**src/rtl/stereo_softgain_pkg.sv**
```systemverilog
package stereo_softgain_pkg;
    localparam int SMP_W    = 24;
    localparam int GAIN_W   = 10;
    localparam int ZERO_RUN = 1024;
    localparam int NCH      = 2;

    typedef logic signed [SMP_W-1:0] sample_t;
    typedef logic [GAIN_W-1:0]       gain_t;

    typedef struct packed {
        gain_t code;
        logic  mute;
    } chan_ctl_t;

    // one code toward the target, or stay
    function automatic gain_t gain_step(input gain_t cur, input gain_t tgt);
        if (cur < tgt)      return cur + gain_t'(1);
        else if (cur > tgt) return cur - gain_t'(1);
        else                return cur;
    endfunction
endpackage

```
**src/rtl/gain_ramp.sv**
```systemverilog
module gain_ramp
    import stereo_softgain_pkg::*;
(
    input  logic      clk,
    input  logic      rst,
    input  logic      step_en,
    input  chan_ctl_t ctl,
    input  logic      force_mute,
    output gain_t     gain
);
    gain_t target;

    always_comb begin
        target = (ctl.mute || force_mute) ? '0 : ctl.code;
    end

    always_ff @(posedge clk) begin
        if (rst)          gain <= '1;
        else if (step_en) gain <= gain_step(gain, target);
    end
endmodule

```
**src/rtl/sample_scaler.sv**
```systemverilog
module sample_scaler
    import stereo_softgain_pkg::*;
(
    input  logic    clk,
    input  logic    rst,
    input  logic    en,
    input  sample_t din,
    input  gain_t   gain,
    output sample_t dout
);
    localparam int PROD_W = SMP_W + GAIN_W + 1;

    logic signed [PROD_W-1:0] prod;
    logic signed [PROD_W-1:0] shifted;

    always_comb begin
        prod    = PROD_W'(din) * $signed({1'b0, gain});
        shifted = prod >>> GAIN_W;
    end

    always_ff @(posedge clk) begin
        if (rst)     dout <= '0;
        else if (en) dout <= shifted[SMP_W-1:0];
    end
endmodule

```
**src/rtl/zero_watch.sv**
```systemverilog
module zero_watch
    import stereo_softgain_pkg::*;
#(
    parameter int RUN_LEN = ZERO_RUN
) (
    input  logic    clk,
    input  logic    rst,
    input  logic    en,
    input  sample_t din,
    output logic    flag
);
    localparam int CNT_MAX = RUN_LEN + 1;
    localparam int CNT_W   = $clog2(CNT_MAX + 1);

    logic [CNT_W-1:0] run_cnt;
    logic [CNT_W-1:0] run_nxt;

    always_comb begin
        if (run_cnt == CNT_W'(CNT_MAX)) run_nxt = run_cnt;
        else                            run_nxt = run_cnt + CNT_W'(1);
    end

    always_ff @(posedge clk) begin
        if (rst) begin
            run_cnt <= '0;
            flag    <= 1'b0;
        end else if (en) begin
            if (din == '0) begin
                run_cnt <= run_nxt;
                flag    <= (run_nxt == CNT_W'(CNT_MAX));
            end else begin
                run_cnt <= '0;
                flag    <= 1'b0;
            end
        end
    end
endmodule

```
**src/rtl/stereo_softgain.sv**
```systemverilog
module stereo_softgain
    import stereo_softgain_pkg::*;
#(
    parameter int RUN_LEN = ZERO_RUN
) (
    input  logic                    clk,
    input  logic                    rst,
    input  logic                    smp_valid,
    input  logic [SMP_W-1:0]        in_left,
    input  logic [SMP_W-1:0]        in_right,
    input  logic [GAIN_W-1:0]       gain_left,
    input  logic [GAIN_W-1:0]       gain_right,
    input  logic                    mute_left,
    input  logic                    mute_right,
    input  logic                    hw_mute,
    output logic [SMP_W-1:0]        out_left,
    output logic [SMP_W-1:0]        out_right,
    output logic                    out_valid,
    output logic                    zero_left,
    output logic                    zero_right
);
    sample_t   smp_in   [NCH];
    sample_t   smp_out  [NCH];
    chan_ctl_t ctl      [NCH];
    gain_t     gain_now [NCH];
    logic      zflag    [NCH];

    always_comb begin
        smp_in[0] = in_left;
        smp_in[1] = in_right;
        ctl[0]    = '{code: gain_left,  mute: mute_left};
        ctl[1]    = '{code: gain_right, mute: mute_right};
    end

    for (genvar c = 0; c < NCH; c++) begin : g_chan
        gain_ramp u_ramp (
            .clk        (clk),
            .rst        (rst),
            .step_en    (smp_valid),
            .ctl        (ctl[c]),
            .force_mute (hw_mute),
            .gain       (gain_now[c])
        );

        sample_scaler u_scale (
            .clk  (clk),
            .rst  (rst),
            .en   (smp_valid),
            .din  (smp_in[c]),
            .gain (gain_now[c]),
            .dout (smp_out[c])
        );

        zero_watch #(.RUN_LEN(RUN_LEN)) u_zero (
            .clk  (clk),
            .rst  (rst),
            .en   (smp_valid),
            .din  (smp_in[c]),
            .flag (zflag[c])
        );
    end

    always_ff @(posedge clk) begin
        if (rst) out_valid <= 1'b0;
        else     out_valid <= smp_valid;
    end

    assign out_left   = smp_out[0];
    assign out_right  = smp_out[1];
    assign zero_left  = zflag[0];
    assign zero_right = zflag[1];
endmodule

```
**config.mk**
```make
export PLATFORM = sky130hd
export DESIGN_NAME = stereo_softgain
export DESIGN_NICKNAME = d
export VERILOG_FILES = /design/src/rtl/stereo_softgain_pkg.sv /design/src/rtl/gain_ramp.sv /design/src/rtl/sample_scaler.sv /design/src/rtl/zero_watch.sv /design/src/rtl/stereo_softgain.sv
export SDC_FILE = /design/constraint.sdc
export NUM_CORES = 1
export LEC_CHECK = 0
export BUFFER_PORTS_ARGS = -buffer_cell sky130_fd_sc_hd__buf_2
export CORE_UTILIZATION = 55
export DETAILED_ROUTE_END_ITERATION = 16
export PLACE_DENSITY_LB_ADDON = 0.2
export SYNTH_ARGS = -nofsm -noshare
export SYNTH_HDL_FRONTEND = slang
export SYNTH_SLANG_ARGS = --single-unit
```
**constraint.sdc**
```tcl
create_clock -name clk -period 5.1 [get_ports clk]
set_input_delay 0.51 -clock clk [delete_from_list [all_inputs] [get_ports clk]]
set_output_delay 0.51 -clock clk [all_outputs]
set_load 0.01 [all_outputs]
```
* Word-level counts from Yosys, hierarchy flattened *
Cells that the tools add are included.
W data, S select, Z words.

storage, ports and cells
  flip-flop bits (word level) = 93
  input bits = 74
  output and inout bits = 51
  logic and storage cells = 45

cells by class
  add/sub/neg operators = 6
  multiply operators = 2
  order comparisons = 4
  equality and inequality tests = 4
  mux-type cells = 12
  reductions and logical operators = 8

operators with widths
  cell                     count
  $mul A24 B11 Y34         2
  $mux W10                 6
  $logic_not A24 Y1        2
  $eq A11 B11 Y1 const B   4
  $mux W11                 4
  $add A11 B1 Y11 const B  2
  $add A10 B1 Y10 const B  2
  $gt A10 B10 Y1           2
  $lt A10 B10 Y1           2
  $sub A10 B1 Y10 const B  2
  $reduce_and A2 Y1        2
  $reduce_bool A2 Y1       2
  $logic_or A1 B1 Y1       2
  $mux W1                  2

* Longest topological paths before layout *
Gate-level depths: netlist of run 1.

  depth in word-level cells = 5
  mapped depth = 22
  mapped depth without buffers = 20

* Cells and area by module *
Synthesis of run 1 repeated with hierarchy kept, for this count alone.

second synthesis, totals
  cells, all modules = 2567
  area, all modules = 22163.8 µm²

modules (own cells, without submodules)
  module                             times used  cells an instance  area an instance (µm²)  seq. area each (µm²)
  sample_scaler (g_chan[0].u_scale)  1           1051               9186.3                  480.5
  sample_scaler (g_chan[1].u_scale)  1           1046               9117.5                  480.5
  zero_watch                         2           111                873.3                   240.2
  gain_ramp (g_chan[1].u_ramp)       1           123                1048.5                  200.2
  gain_ramp (g_chan[0].u_ramp)       1           123                1031.0                  200.2
  stereo_softgain                    1           2                  33.8                    20.0

* Worst setup path before layout of run 1 *
Ideal clock, no wire load.

  path type = reg2reg
  start point = register g_chan[1].u_ramp.gain[3]
  end point = register g_chan[1].u_scale.dout[20]
  setup time = 0.062 ns
  arrival = 5.444 ns
  required time = 5.038 ns
  slack = -0.406 ns
  stages on the path, launching flop included = 20
  path buffers = 2
  clock period less this slack = 5.506 ns
  cell sequence = dfxtp_1 > clkbuf_1 > clkbuf_1 > nand2_1 > fa_1 > fa_1 > inv_1 > fa_1 > fa_1 > inv_1 > fa_1 > inv_1 > ha_1 > a211o_1 > or2_2 > a21oi_1 > a21oi_2 > a221o_1 > a2111o_1 > nand3_1

between the ends
  word-level cells in the longest chain between the ends = 1

ends and longest elaborated chain
  element                 line                 text
  from (decl)             gain_ramp.sv:9       output gain_t gain
  from (signal assigned)  gain_ramp.sv:19      else if (step_en) gain <= gain_step(gain, target);
  $mul A24 B11 Y34        sample_scaler.sv:17  prod = PROD_W'(din) * $signed({1'b0, gain});
  to (signal assigned)    sample_scaler.sv:23  else if (en) dout <= shifted[SMP_W-1:0];
  to (decl)               sample_scaler.sv:9   output sample_t dout

Every way passes these cells.
A chain may end at the register's enable or synchronous reset.

* Final worst setup path of run 1 *
  start point = register g_chan[1].u_ramp.gain[2]
  end point = register g_chan[1].u_scale.dout[23]

Same word-level chain as after synthesis.

==> metrics.md, run 1 <==
| Metric | Value |
|---|---|
| Status | `finished, violations left` |
| Failing checks | `negative setup slack` |
| Endpoints failing hold | `0` |
| Die area | `0.0400 mm^2` |
| Post-DP HPWL | `44,900 um` |
| Cell repeated most along the worst path | `fa_1` |
| FMAX | `187 MHz` |
| First-pass GRT wire length | `91,000 um` |
| Type of the worst setup path | `register to register` |
| CP required | `5.34 ns` |
| H-tree Lvls | `3` |
| IO buf count | `124` |
| Vias | `18.2k` |
| Max-cap viol count | `0` |
| Max Transition Viols Final | `0` |
| Non-filler instance count after layout | `3,367` |
| Cell Count Post-Placement | `3,307` |
| Min-delay worst type | `register to register` |
| CTS Root Cell | `clkbuf_16` |
| Antenna diodes | `0` |
| Clock transition at the registers of the reported paths | `0.07 ns` |
| TritonCTS buffer count | `9` |
| Crit end category | `register` |
| Number of flops mapped to enable cells by yosys | `0` |
| Syn avg cell area | `8.59 um^2` |
| Clk_skew | `0.00699 ns` |
| Mapped Area | `0.0215 mm^2` |
| Tot GR Track Use | `0.289` |
| Synth Warn # | `0` |
| Final period utilization | `1.05` |
| Unique masters post-synth | `75` |
| Initial DRT Pass Iterations | `5` |
| Crit-path slowest cell | `fa_1` |
| Layout cell share with drive strength beyond 1 | `0.236` |
| Post-Syn Nets | `3,177` |
| Pin count of the biggest net entering global routing | `54` |
| End-of-flow core utilization | `0.687` |
| Post-route ant nets | `0` |
| Largest stage delay on the critical path | `0.55 ns` |
| Setup ws final | `-0.255 ns` |
| Top FF cell, synth | `dfxtp_1` |
| Total grt overflow | `0` |
| Worst-Skew Late Latency | `0.35 ns` |
| Initial antenna violation count | `0` |
| CTS tree | `built` |
| WL final | `56,800 um` |
| Vias per std cell | `5.40` |
| Final min period | `5.36 ns` |
| Rows | `72` |
| Floorplan core area | `0.0386 mm^2` |
| Post-Syn Instances | `2,509` |
| Synthesis-to-finish area growth | `23.3%` |
| Flop and latch count out of synthesis | `93` |
| Clock Tree Buf Depth | `2` |
| Post-synthesis sequential area ratio | `0.0864` |
| Final setup violation count | `25` |
| Worst relative slew slack | `0.251` |
| Drt drc | `0` |
| Initial DRC count | `874` |
| Drt wl/cell | `16.9 um` |
| Nets | `3,514` |
| Crit-path cells | `buf_12 -> nand2_4 -> fa_1 -> inv_2 -> fa_1 -> fa_1 -> fa_1 -> inv_1 -> fa_1 -> inv_2 -> ha_4 -> a21o_1 -> a21o_1 -> a21o_1 -> nor3_2 -> a21oi_2 -> a221o_1 -> nor4b_1 -> nor4_1` |
| I/O pins | `125` |
| RSZ-0062 raised after global routing | `yes` |
| Num Clock Sinks | `93` |
| Initial Util | `0.557` |
| Die Height | `200 um` |
| CP Max Fanout | `6` |
| Chip width | `200 um` |
| Hold Slack | `0.451 ns` |
| Critical Path AT | `5.60 ns` |
| GP Congestion | `0.905` |
| Actual slew at the worst max-slew pin | `1.12 ns` |
| Setup_tns | `-2.99 ns` |
| Vias in the first global route | `19.0k` |
| Async set-reset flop share out of synthesis | `0` |
| Critical path launch point type | `register` |
## kinds of logic (layout without fill, tap and decap cells)
kind of cell	after synthesis	in the layout	share of synthesized area
AOI/OAI and AO/OA	302	302	0.0959
xor gates and xnor gates	65	65	0.0264
adders and majority gates	594	594	0.489
buffers and inverters	632	972	0.111
DFF	93	93	0.0864
muxes	13	13	0.00604
and+or+nand+nor	810	810	0.186
## repair_timing
item,in CTS,in global routing
hold buffers,0,0
setup endpoints to repair,31,42
gates resized for setup,83,139
buffers inserted,26,21
pin swaps,68,74
gates cloned,1,5
## final timing paths
kind	depth (start not counted)	end	slack, ns	startpoint
worst max register to register	19	g_chan[1].u_scale.dout[23]	-0.26	g_chan[1].u_ramp.gain[2]
worst max-delay path	19	g_chan[1].u_scale.dout[23]	-0.26	g_chan[1].u_ramp.gain[2]
worst min-delay path	2	g_chan[0].u_scale.dout[12]	0.45	g_chan[0].u_scale.dout[12]
worst min register to register	2	g_chan[0].u_scale.dout[12]	0.45	g_chan[0].u_scale.dout[12]
## synthesized netlist by cell type (3+ instances only)
cell       number  share of area
nor3_1         30         0.0070
dfxtp_1        93          0.086
clkbuf_1      121          0.021
nor3b_1        11         0.0038
o21bai_1       12         0.0042
a32oi_1         5         0.0020
o211ai_1       25         0.0087
o2111ai_1       3         0.0012
or3_1          15         0.0044
a221oi_2        3         0.0021
nor2b_1         8         0.0023
o22ai_1         4         0.0012
inv_1         504          0.088
and4_1          3         0.0012
xor2_1         24         0.0098
nand4_1        17         0.0049
nand3_1        24         0.0056
nand2b_1        4         0.0012
and2_1        235          0.068
xnor2_1        41          0.017
fa_1          412           0.38
a21o_1         37          0.013
a2111o_1        5         0.0026
a211oi_1        9         0.0031
and3_1         22         0.0064
a211o_1         4         0.0016
nor4_1         13         0.0038
o311ai_1        3         0.0012
mux2i_1        13         0.0060
a21oi_2         3         0.0012
nand2_1       345          0.060
o21ai_1         8         0.0019
o21a_1         13         0.0045
nor2_1         71          0.012
a21oi_1        88          0.020
a221oi_1        3         0.0012
ha_1          182           0.11
a31oi_1         5         0.0015
o21ai_0        43          0.010
## placed cells by master (no fill, tap or decap), drive strengths merged, types with 8 or more instances in the layout
cell type / instances
nand2: 346
xor2: 24
a211oi: 9
nor2b: 8
nor3b: 11
or3: 15
clkbuf: 18
a21o: 37
o21a: 14
nor2: 71
and2: 235
nand3: 24
and3: 22
inv: 504
ha: 182
mux2i: 13
nor3: 31
nor4: 13
o21ai: 53
a21oi: 91
o211ai: 26
o21bai: 12
xnor2: 41
buf: 448
dfxtp: 93
nand4: 17
fa: 412
## worst max-delay path, delay by kind of cell (launching register included)
kind	cells	cell delay (ns)
fa+ha+maj	6	2.76
compound gates	5	1.08
simple gates	4	0.67
flops	1	0.43
buf+inv	4	0.29
## registers in the layout, summed over array words and instances, names as in the netlist
name	count
g_chan.u_ramp.gain	20
out_valid	1
g_chan.u_scale.dout	48
g_chan.u_zero.flag	2
g_chan.u_zero.run_cnt	22
## metal layers
layer / GRT usage / part of all wire / vias to the layer above
met5: 0 / 0 / -
met4: 0.0761 / 0.029 / 0
met3: 0.0428 / 0.056 / 104
met2: 0.514 / 0.51 / 513
met1: 0.367 / 0.41 / 9155
li1: - / - / 8419
## final cells by class
| type | instances | area (um^2) |
|---|---|---|
| multi-input cells | 1784 | 18400 |
| fillers | 3088 | 12100 |
| repair buffers | 453 | 3500 |
| inverters | 505 | 1900 |
| flip-flops and latches | 93 | 1890 |
| well taps | 518 | 648 |
| clock buffers | 13 | 260 |
| clock inverters | 1 | 7.51 |
## metrics by stage
step	area [um^2]	setup slack, ns
6_report	26600	-0.255
5_1_grt	26600	-0.431
4_1_cts	25800	-0.241
3_5_place_dp	24900	-0.555
3_3_place_gp	24900	-0.464
2_1_floorplan	22200	-0.0925
Power of run 1 is left out: the tool's default activity adds up to more than one toggle a clock period on the data nets, which glitch-free logic cannot reach.
==> run 2, diff against run 1 <==
--- a/config.mk
+++ b/config.mk
@@ -6,6 +6,7 @@
 export NUM_CORES = 1
 export LEC_CHECK = 0
 export BUFFER_PORTS_ARGS = -buffer_cell sky130_fd_sc_hd__buf_2
+export CORE_ASPECT_RATIO = 1.4
 export CORE_UTILIZATION = 55
 export DETAILED_ROUTE_END_ITERATION = 16
 export PLACE_DENSITY_LB_ADDON = 0.2
==> run 2 against run 1 <==
The run still ends with negative setup slack left. Critical path depth rose by 1. Fmax increased by 0.47%. Utilization rose by 1.4 points. Largest cell class unchanged.
==> metrics.md, run 2 (same netlist as run 1, synthesis figures left out) <==
| Metric | Value |
|---|---|
| Commonest non-fill, non-tap cell in the layout | `inv_1 (unchanged)` |
| Final setup violation count | `29 (was 25)` |
| Commonest cells after routing, fill and taps aside | `480 x inv_1, 377 x fa_1, 318 x nand2_1 (was 487 x inv_1, 387 x fa_1, 320 x nand2_1)` |
| Status | `finished, violations left (unchanged)` |
| End-of-flow core utilization | `0.701 (was 0.687)` |
| Rows | `85 (was 72)` |
| RSZ-0062 raised after global routing | `yes (unchanged)` |
| Initial DRT Pass Iterations | `5 (unchanged)` |
| CTS Root Cell | `clkbuf_16 (unchanged)` |
| Critical path launch point type | `register (unchanged)` |
| Synthesis-to-finish area growth | `25.3% (was 23.3%)` |
| Post-route ant nets | `0 (unchanged)` |
| Crit-path cells | `buf_12 -> buf_8 -> nand2_2 -> fa_1 -> inv_2 -> fa_1 -> fa_1 -> fa_1 -> inv_2 -> fa_1 -> inv_2 -> ha_4 -> a21o_1 -> a21oi_2 -> o221ai_2 -> a32oi_4 -> a21oi_2 -> a221o_1 -> a2111o_1 -> nand3_1 (was buf_12 -> nand2_4 -> fa_1 -> inv_2 -> fa_1 -> fa_1 -> fa_1 -> inv_1 -> fa_1 -> inv_2 -> ha_4 -> a21o_1 -> a21o_1 -> a21o_1 -> nor3_2 -> a21oi_2 -> a221o_1 -> nor4b_1 -> nor4_1)` |
| Drt wl/cell | `17.4 um (was 16.9 um)` |
| Top reg by flops | `g_chan.u_scale.dout (unchanged)` |
| Chip width | `169 um (was 200 um)` |
| Post-DP HPWL | `47,200 um (was 44,900 um)` |
| Max-cap viol count | `0 (unchanged)` |
| Failing checks | `negative setup slack (unchanged)` |
| Type of the worst setup path | `register to register (unchanged)` |
| Max Transition Viols Final | `0 (unchanged)` |
| # fillers | `3,015 (was 3,088)` |
| H-tree Lvls | `3 (unchanged)` |
| Pin count of the biggest net entering global routing | `54 (unchanged)` |
| Layout cell share with drive strength beyond 1 | `0.251 (was 0.236)` |
| Vias in the first global route | `20.1k (was 19.0k)` |
| Vias | `18.4k (was 18.2k)` |
| Min-delay worst type | `register to register (unchanged)` |
| TritonCTS buffer count | `9 (unchanged)` |
| Initial antenna violation count | `0 (unchanged)` |
| Final min period | `5.33 ns (was 5.36 ns)` |
| Final period utilization | `1.05 (about the same)` |
| WL final | `59,000 um (was 56,800 um)` |
| Tot GR Track Use | `0.304 (was 0.289)` |
| First-pass GRT wire length | `96,500 um (was 91,000 um)` |
| IO buf count | `124 (unchanged)` |
| Max FFs per register | `48 (unchanged)` |
| Total grt overflow | `0 (unchanged)` |
| Initial Util | `0.560 (was 0.557)` |
| GP Congestion | `0.911 (was 0.905)` |
| CTS tree | `built (unchanged)` |
| Drt drc | `0 (unchanged)` |
| Actual slew at the worst max-slew pin | `1.10 ns (was 1.12 ns)` |
| Crit-path slowest cell | `fa_1 (unchanged)` |
| Clock Tree Buf Depth | `2 (unchanged)` |
| Clock transition at the registers of the reported paths | `0.07 ns (about the same)` |
| Worst-Skew Late Latency | `0.37 ns (was 0.35 ns)` |
| Placed inst area | `0.0251 mm^2 (was 0.0249 mm^2)` |
| Initial DRC count | `816 (was 874)` |
| Largest stage delay on the critical path | `0.54 ns (was 0.55 ns)` |
| Biggest regs | `g_chan.u_scale.dout (48), g_chan.u_zero.run_cnt (22), g_chan.u_ramp.gain (20) (unchanged)` |
| Crit end category | `register (unchanged)` |
| Worst relative slew slack | `0.265 (was 0.251)` |
| CP required | `5.41 ns (was 5.34 ns)` |
| FMAX | `188 MHz (was 187 MHz)` |
| Worst path top cell family by delay | `adder cells (unchanged)` |
| Critical Path AT | `5.64 ns (was 5.60 ns)` |
| Endpoints failing hold | `0 (unchanged)` |
| CP Max Fanout | `6 (unchanged)` |
| Antenna diodes | `0 (unchanged)` |
| Post-Layout Inst Area | `0.0270 mm^2 (was 0.0266 mm^2)` |
| Crit path buf inv count | `5 (was 4)` |
| I/O pins | `125 (unchanged)` |
| Setup ws final | `-0.231 ns (was -0.255 ns)` |
| Die area | `0.0400 mm^2 (about the same)` |
| Floorplan core area | `0.0385 mm^2 (was 0.0386 mm^2)` |
| CTS Hold Bufs | `0 (unchanged)` |
| Vias per std cell | `5.40 (about the same)` |
| Nets | `3,542 (was 3,514)` |
| Num Clock Sinks | `93 (unchanged)` |
| Clk_skew | `0.00948 ns (was 0.00699 ns)` |
| Die Height | `236 um (was 200 um)` |
| Cell repeated most along the worst path | `fa_1 (unchanged)` |
==> run 2: cell count changes in the layout (fill, tap and decap cells not counted), sizes merged <==
cell    delta
buf       +29
clkbuf     -4
inv        +3
bufinv     +1
clkinv     +1
==> run 2: worst reg2reg max path: stages, from the launching register on <==
cell	delay, ns
dfxtp_4	0.38
buf_12	0.14
buf_8	0.13
nand2_2	0.06
fa_1	0.50
inv_2	0.04
fa_1	0.52
fa_1	0.44
fa_1	0.54
inv_2	0.05
fa_1	0.51
inv_2	0.05
ha_4	0.22
a21o_1	0.21
a21oi_2	0.13
o221ai_2	0.14
a32oi_4	0.25
a21oi_2	0.12
a221o_1	0.41
a2111o_1	0.39
nand3_1	0.06
==> run 2: what timing repair did <==
item                                    CTS  global route
cloned                                    4             4
buffers inserted                         38            22
pin swaps                                74           106
resized for setup                       101           130
endpoints found under the setup margin   31            44
==> run 2: per-stage QoR <==
stage	hold slack, ns	worst slack (ns)	TNS [ns]	cells
global placement	0.452	-0.482	-10.83	3323
finish	0.464	-0.231	-3.14	3401
global route	0.485	-0.382	-9.51	3401
detailed placement	0.458	-0.561	-13.10	3323
CTS	0.470	-0.228	-2.49	3381
floorplan	0.458	-0.0925	-0.188	2509
==> run 2: layout make-up <==
cell class              count  area, um^2  area share
well taps                 522         653      0.0242
clock inverters             6        75.1     0.00278
flip-flops and latches     93        1890      0.0702
repair buffers            481        3860       0.143
inverters                 505        1900      0.0702
multi-input cells        1784       18400       0.681
clock buffers              10         239     0.00886
==> run 2: per-layer routing <==
metal | wire length, um | vias up | GRT usage
met4 | 3050 | 0 | 0.141
met1 | 22200 | 9167 | 0.350
met5 | 0 | - | 0
li1 | - | 8498 | -
met3 | 2440 | 182 | 0.0252
met2 | 31400 | 534 | 0.566
==> run 2: path summary, 6_finish.rpt <==
path | cells after the start | start | slack [ns] | to
min reg2reg | 2 | g_chan[1].u_scale.dout[18] | 0.46 | g_chan[1].u_scale.dout[18]
min | 2 | g_chan[1].u_scale.dout[18] | 0.46 | g_chan[1].u_scale.dout[18]
max | 20 | g_chan[1].u_ramp.gain[6] | -0.23 | g_chan[1].u_scale.dout[20]
max reg2reg | 20 | g_chan[1].u_ramp.gain[6] | -0.23 | g_chan[1].u_scale.dout[20]
Power of run 2 is left out for the same reason.
